## config.mk

```make
export PLATFORM = sky130hd
export DESIGN_NAME = dma_rd_cmd_gen
export DESIGN_NICKNAME = d
export VERILOG_FILES = /design/src/rtl/dma_rd_pkg.sv /design/src/rtl/dma_rd_cmd_sel.sv /design/src/rtl/dma_rd_be_calc.sv /design/src/rtl/dma_rd_phase_seq.sv /design/src/rtl/dma_rd_cmd_gen.sv
export SDC_FILE = /design/constraint.sdc
export NUM_CORES = 1
export LEC_CHECK = 0
export BUFFER_PORTS_ARGS = -buffer_cell sky130_fd_sc_hd__buf_4
export CAP_MARGIN = 20
export CORE_ASPECT_RATIO = 1.4
export CORE_MARGIN = 2
export CORE_UTILIZATION = 46
export CTS_BUF_LIST = sky130_fd_sc_hd__clkbuf_4
export CTS_CLUSTER_DIAMETER = 120
export CTS_CLUSTER_SIZE = 30
export DETAILED_ROUTE_END_ITERATION = 7
export PLACE_DENSITY = 0.69
export SYNTH_ARGS = -nofsm -noshare
export SYNTH_HDL_FRONTEND = slang
export SYNTH_SLANG_ARGS = --single-unit
```

## constraint.sdc

```tcl
create_clock -name clk_i -period 1.8 [get_ports clk_i]
set_input_delay 0.18 -clock clk_i [delete_from_list [all_inputs] [get_ports clk_i]]
set_output_delay 0.18 -clock clk_i [all_outputs]
set_load 0.005 [all_outputs]
```

## src/rtl/dma_rd_pkg.sv

```systemverilog
package dma_rd_pkg;
  typedef enum logic [3:0] {
    CMD_MEM_RD      = 4'b0110,
    CMD_MEM_RD_MULT = 4'b1100,
    CMD_MEM_RD_LINE = 4'b1110
  } pci_rd_cmd_e;
endpackage

```

## src/rtl/dma_rd_cmd_sel.sv

```systemverilog
module dma_rd_cmd_sel
  import dma_rd_pkg::*;
#(
  parameter int AW  = 32,
  parameter int LW  = 12,
  parameter int CLW = 6
) (
  input  logic [AW-1:0]  addr_i,
  input  logic [LW-1:0]  len_i,
  input  logic [CLW-1:0] cl_dw_i,
  input  logic           force_mr_i,
  output pci_rd_cmd_e    cmd_o,
  output logic [AW-1:0]  last_addr_o
);
  logic [AW-1:0] cl_bytes, cl_mask;
  logic          crosses;

  assign last_addr_o = addr_i + AW'(len_i) - AW'(1);
  assign cl_bytes    = AW'(cl_dw_i) << 2;
  assign cl_mask     = ~(cl_bytes - AW'(1));
  // line index of first and last byte differ
  assign crosses     = |((addr_i ^ last_addr_o) & cl_mask);

  always_comb begin
    if (force_mr_i || len_i <= LW'(4)) cmd_o = CMD_MEM_RD;
    else if (crosses)                  cmd_o = CMD_MEM_RD_MULT;
    else                               cmd_o = CMD_MEM_RD_LINE;
  end
endmodule

```

## src/rtl/dma_rd_be_calc.sv

```systemverilog
module dma_rd_be_calc (
  input  logic [1:0] lo_i,
  input  logic [1:0] hi_i,
  input  logic       first_i,
  input  logic       last_i,
  input  logic       exact_i,
  output logic [3:0] be_o
);
  logic [3:0] lead, trail;

  assign lead  = 4'b1111 << lo_i;
  assign trail = 4'b1111 >> (2'd3 - hi_i);

  always_comb begin
    be_o = 4'b1111;
    if (exact_i) begin
      if (first_i) be_o = be_o & lead;
      if (last_i)  be_o = be_o & trail;
    end
  end
endmodule

```

## src/rtl/dma_rd_phase_seq.sv

```systemverilog
module dma_rd_phase_seq #(
  parameter int CW = 13
) (
  input  logic          clk_i,
  input  logic          rst_ni,
  input  logic          start_i,
  input  logic [CW-1:0] nph_i,
  input  logic          ready_i,
  output logic          valid_o,
  output logic          first_o,
  output logic          last_o
);
  logic [CW-1:0] rem_q;
  logic          valid_q, first_q;

  always_ff @(posedge clk_i or negedge rst_ni) begin
    if (!rst_ni) begin
      rem_q   <= '0;
      valid_q <= 1'b0;
      first_q <= 1'b0;
    end else if (start_i) begin
      rem_q   <= nph_i;
      valid_q <= 1'b1;
      first_q <= 1'b1;
    end else if (valid_q && ready_i) begin
      rem_q   <= rem_q - CW'(1);
      first_q <= 1'b0;
      if (rem_q == CW'(1)) valid_q <= 1'b0;
    end
  end

  assign valid_o = valid_q;
  assign first_o = first_q;
  assign last_o  = valid_q && (rem_q == CW'(1));
endmodule

```

## src/rtl/dma_rd_cmd_gen.sv

```systemverilog
module dma_rd_cmd_gen
  import dma_rd_pkg::*;
#(
  parameter int AW  = 32,
  parameter int LW  = 12,
  parameter int CLW = 6
) (
  input  logic           clk_i,
  input  logic           rst_ni,
  input  logic           cfg_force_mr_i,
  input  logic           cfg_exact_be_i,
  input  logic           req_valid_i,
  output logic           req_ready_o,
  input  logic [AW-1:0]  req_addr_i,
  input  logic [LW-1:0]  req_len_i,
  input  logic [CLW-1:0] req_cl_dw_i,
  output logic [3:0]     cmd_o,
  output logic           err_o,
  output logic           be_valid_o,
  input  logic           be_ready_i,
  output logic [3:0]     be_o,
  output logic           be_last_o
);
  localparam int CW = LW + 1;

  pci_rd_cmd_e   cmd_nxt, cmd_q;
  logic [AW-1:0] last_addr;
  logic [AW-3:0] dw_span;
  logic [CW-1:0] nph;
  logic          accept, zero_len, start;
  logic [1:0]    lo_q, hi_q;
  logic          exact_q, err_q;
  logic          ph_first;

  assign accept   = req_valid_i && req_ready_o;
  assign zero_len = (req_len_i == '0);
  assign start    = accept && !zero_len;
  assign dw_span  = last_addr[AW-1:2] - req_addr_i[AW-1:2];
  assign nph      = CW'(dw_span) + CW'(1);

  dma_rd_cmd_sel #(.AW(AW), .LW(LW), .CLW(CLW)) u_cmd_sel (
    .addr_i      (req_addr_i),
    .len_i       (req_len_i),
    .cl_dw_i     (req_cl_dw_i),
    .force_mr_i  (cfg_force_mr_i),
    .cmd_o       (cmd_nxt),
    .last_addr_o (last_addr)
  );

  always_ff @(posedge clk_i or negedge rst_ni) begin
    if (!rst_ni) begin
      cmd_q   <= CMD_MEM_RD;
      lo_q    <= '0;
      hi_q    <= '0;
      exact_q <= 1'b0;
      err_q   <= 1'b0;
    end else begin
      err_q <= accept && zero_len;
      if (start) begin
        cmd_q   <= cmd_nxt;
        lo_q    <= req_addr_i[1:0];
        hi_q    <= last_addr[1:0];
        exact_q <= cfg_exact_be_i;
      end
    end
  end

  dma_rd_phase_seq #(.CW(CW)) u_phase_seq (
    .clk_i   (clk_i),
    .rst_ni  (rst_ni),
    .start_i (start),
    .nph_i   (nph),
    .ready_i (be_ready_i),
    .valid_o (be_valid_o),
    .first_o (ph_first),
    .last_o  (be_last_o)
  );

  dma_rd_be_calc u_be_calc (
    .lo_i    (lo_q),
    .hi_i    (hi_q),
    .first_i (ph_first),
    .last_i  (be_last_o),
    .exact_i (exact_q),
    .be_o    (be_o)
  );

  assign req_ready_o = !be_valid_o;
  assign cmd_o       = cmd_q;
  assign err_o       = err_q;
endmodule

```

==> metrics.md <==
| Metric | Value |
|---|---|
| Peak per-stage delay on the critical path | 0.44 ns |
| Critical Path Stages | 22 |
| Maximum achievable frequency | 0.283 GHz |
| Smallest setup slack after layout | -1.73 ns |
| Arrival time of the worst setup path | around 3.8 ns |
| Maximum number of buffers from clock root to sink | 2 |
| Worst setup skew after layout | 0.00208 ns |
| Final setup vio count | 18 |
| Number of search-and-repair iterations in the first detailed-routing pass | 5 |
| Buffers added on ports | 64 |
| Sort of element at the start of the critical path | input pin |
| Final standard cell utilization of the core | 77.9% |
| Switching Power | 2.70 mW |
| Number of register bits inferred by synthesis | 23 |
| Vertical die dimension | 124 um |
| Worst slew slack as a fraction of its limit | 65.0% |
| Max-Cap Viols | 0 |
| Static leakage | 3.77 nW |
| Post-Syn Area per Cell | 7.34 um2 |
| Pin count of the biggest net entering global routing | 24 |
| # rows | 43 |
| R2R Path Start | u_phase_seq.valid_o |
| Worst hold slack after final layout | -0.00851 ns |
| Fraction of final layout cells sized beyond drive strength 1 | around 46% |
| Family with the most delay on the worst path | simple AND/OR/NAND/NOR gates |
| Worst-skew pair later-pin latency | ~0.36 ns |
| Root buffer cell | sky130_fd_sc_hd__clkbuf_4 |
| Setup WS pre-CTS | -2.30 ns |
| Unrepaired setup endpoints after global routing | true |
| Overflow left after global routing | 0 |
| Source of the worst hold timing path | cfg_exact_be_i |
| Core Footprint | 0.00995 mm2 |
| Pint | 3.24 mW |
| Post-DR vias/cell | 5.62 |
| Worst hold stages | 3 |
| Portion of the post-synthesis area used by sequential elements | roughly 12% |
| Mapped Nets | roughly 770 |
| Initial Util | between 40 and 50% |
| Count of synthesis-stage warnings from yosys | 0 |
| Final Net Count | around 1100 |
| Wire length reported by the detailed router | 18.2 mm |
| Register clock-pin slew on the reported worst setup and hold paths | 0.15 ns |
| Library cells used by synthesis | 77 |
| Final estimated routing congestion in global placement | 0.933 |
| Switching share of power | 45.5% |
| EDFF count, synth | 0 |
| Number of routed nets with antenna violations | 0 |
| Clock Power Share | 4.9% |
| Sum Neg Setup Slack | -16.24 ns |
| Vias in the first global route | 5998 |
| CP Capture Type | register |
| Post-Syn Area | 0.00472 mm2 |
| Iteration-0 DRC count of the detailed router | between 200 and 300 |
| Number of cells traversed by the worst register-to-register path | 9 |
| Final critical delay including setup and external delays | 3.53 ns |
| Run status | finished with violations |
| Post-detailed-route wirelength per cell | between 15 and 20 um |
| Num Clock Sinks | 23 |
| Primary flip-flop cell chosen by synthesis mapping | sky130_fd_sc_hd__dfrtp_1 |
| Share of synthesized registers carrying an async set or reset | 100% |
| Layout overhead on the synthesized area | 64.2% |
| Post-Syn Instances | 644 |
| Required time worst endpoint | 2.11 ns |
| Register-to-Register Setup Slack | -0.25 ns |
| Die width | 89.7 um |
| Violated checks | negative hold slack, negative setup slack |
| Inserted Clock Buffers | 3 |
| Combined global-route utilization of all metal layers | 30.0% |
| Path class of the lowest-slack min-delay path | input pin to register |
| Register share of total power | roughly 15% |
| Global-route wire length before repair | 26.3 mm |
| Crit share post-route | 196% |
| Critical path's slowest cell | sky130_fd_sc_hd__or4_4 |
| Total count of hold-check failures in the final report | 1 |
| WP buf/inv | 3 |
| End of the worst register-to-register path | cmd_o[1] |
| Maximum vdd ir drop | 0.430 mV |
| Count of final max-slew check failures | 0 |
| Destination of the worst hold path | exact_q |
| DRC viols | 0 |
| Die area | approximately 0.011 mm2 |
| Antenna violations before repair | 0 |
| Clock tree from TritonCTS | yes |
| Top Ports | 68 |
| Total vias in the final route | 6015 |
| Critical-path maximum fanout | 3 |
| Kind of critical path | input pin to register |
| Post-DP HPWL | between 10 and 15 mm |
| Worst slew pin tran | approximately 0.52 ns |
| Power per standard cell area | 766 mW/mm2 |
| # H-tree levels | 1 |
| Number of inserted diodes | 0 |
| Cell-by-cell trace of the critical path | buf_4 -> inv_4 -> ha_4 -> inv_2 -> ha_4 -> a211oi_2 -> nor2_1 -> a31o_2 -> o21a_1 -> o21ai_1 -> nand2b_1 -> xor2_1 -> ha_1 -> and3_4 -> nand3_2 -> a311oi_2 -> nand4_1 -> nand4b_1 -> or4_4 -> nor4_4 -> nand4_1 -> o21ai_1 |
| Combinational fraction of design power | 79.8% |
==> sequential cells by signal, summed over array words and instances, names as in the netlist <==
register and flops:
u_phase_seq.rem_q 13, u_phase_seq.first_o 1, u_phase_seq.valid_o 1, exact_q 1, err_o 1, lo_q 2
hi_q 2, cmd_o 2
==> per-stage QoR <==
stage / instances / power (mW) / area (um2)
after CTS: 1064 / 5.37 / 7530
after floorplan: 644 / 3.00 / 4880
after global routing: 1070 / 6.30 / 7760
final: 1070 / 5.94 / 7760
after global placement: 1053 / 4.60 / 7160
after detailed placement: 1053 / 4.72 / 7160
==> what timing repair did <==
| action | in CTS | in global routing |
|---|---|---|
| endpoints found under the hold margin | 23 | 0 |
| setup buffers | 8 | 7 |
| hold buffers | 1 | 0 |
| endpoints found under the setup margin | 18 | 18 |
| resized for setup | 73 | 38 |
| pin swaps | 54 | 33 |
==> worst max path at each step <==
stage	slack, ns	end	from
floorplan	-1.79	cmd_o[1]	req_addr_i[2]
global placement	-2.17	cmd_o[1]	req_addr_i[2]
detailed placement	-2.30	cmd_o[1]	req_addr_i[2]
CTS	-1.81	cmd_o[1]	req_addr_i[2]
global route	-1.90	cmd_o[1]	req_len_i[3]
finish	-1.73	cmd_o[1]	req_len_i[3]
==> area by class of cell <==
cell class / instances / area [um2]
Timing Repair Buffer: 308 / 2380
Inverter: 92 / 373
Tap cell: 135 / 169
Sequential cell: 23 / 577
Multi-Input combinational cell: 508 / 4230
Clock buffer: 3 / 22.5
Fill cell: 688 / 2200
Clock inverter: 1 / 5.00
==> routing by layer <==
layer,share of wire (%),track usage (%),routed length (um),vias to the layer above
li1,-,-,-,2883
met1,36,30.0,6560,2838
met2,55,60.0,9960,221
met3,3.8,1.72,699,73
met4,5.3,14.6,955,0
met5,0,0,0,-
==> power by group through the flow <==
stage / logic [mW] / clock network, mW / registers, mW
2_1_floorplan: 2.12 / 0 / 0.877
3_3_place_gp: 3.74 / 0 / 0.867
3_5_place_dp: 3.84 / 0 / 0.885
4_1_cts: 4.20 / 0.277 / 0.894
5_1_grt: 5.09 / 0.288 / 0.925
6_report: 4.74 / 0.289 / 0.909
==> cell usage after synthesis, drive strengths merged, types with 8 or more instances <==
library cell / instances / area [um2]
nor3: 21 / 105
nor4: 10 / 90.1
xnor2: 21 / 184
a21oi: 40 / 234
buf: 14 / 91.3
o211ai: 17 / 138
nand2: 70 / 263
nor2: 37 / 139
inv: 92 / 345
nand3: 21 / 105
ha: 69 / 863
dfrtp: 22 / 551
o21a: 8 / 60.1
a211oi: 9 / 77.6
xor2: 28 / 245
o21ai: 41 / 205
==> logic make-up (layout without fill, tap and decap cells) <==
group / count (synthesis) / in the layout / share of synthesized area [%]
adder cells (fa/ha/maj): 71 / 71 / 19.1
XOR/XNOR: 49 / 49 / 9.08
buffers and inverters: 113 / 404 / 9.82
flip-flops: 23 / 23 / 12.2
AO/OA/AOI/OAI: 183 / 183 / 28.1
other: 2 / 2 / 0.159
multiplexers: 2 / 2 / 0.450
AND/OR/NAND/NOR: 201 / 201 / 21.1
==> tightest hold or removal path, delay by kind of cell <==
| family | cells | cell delay, ns |
|---|---|---|
| buffers and inverters | 1 | 0.08 |
| and+or+nand+nor | 2 | 0.08 |
==> placed cells by master (no fill, tap or decap), types with 9 or more instances in the layout <==
master / instances
sky130_fd_sc_hd__nor3_1: 19
sky130_fd_sc_hd__ha_1: 48
sky130_fd_sc_hd__nor2_1: 32
sky130_fd_sc_hd__o21ai_0: 26
sky130_fd_sc_hd__a21oi_1: 28
sky130_fd_sc_hd__o211ai_1: 15
sky130_fd_sc_hd__dfrtp_1: 22
sky130_fd_sc_hd__inv_1: 67
sky130_fd_sc_hd__buf_4: 294
sky130_fd_sc_hd__buf_6: 9
sky130_fd_sc_hd__inv_2: 18
sky130_fd_sc_hd__xor2_1: 28
sky130_fd_sc_hd__xnor2_1: 21
sky130_fd_sc_hd__nand2_1: 63
sky130_fd_sc_hd__nand3_1: 18
sky130_fd_sc_hd__ha_4: 21
No activity file was read; power rests on OpenSTA's default activity.
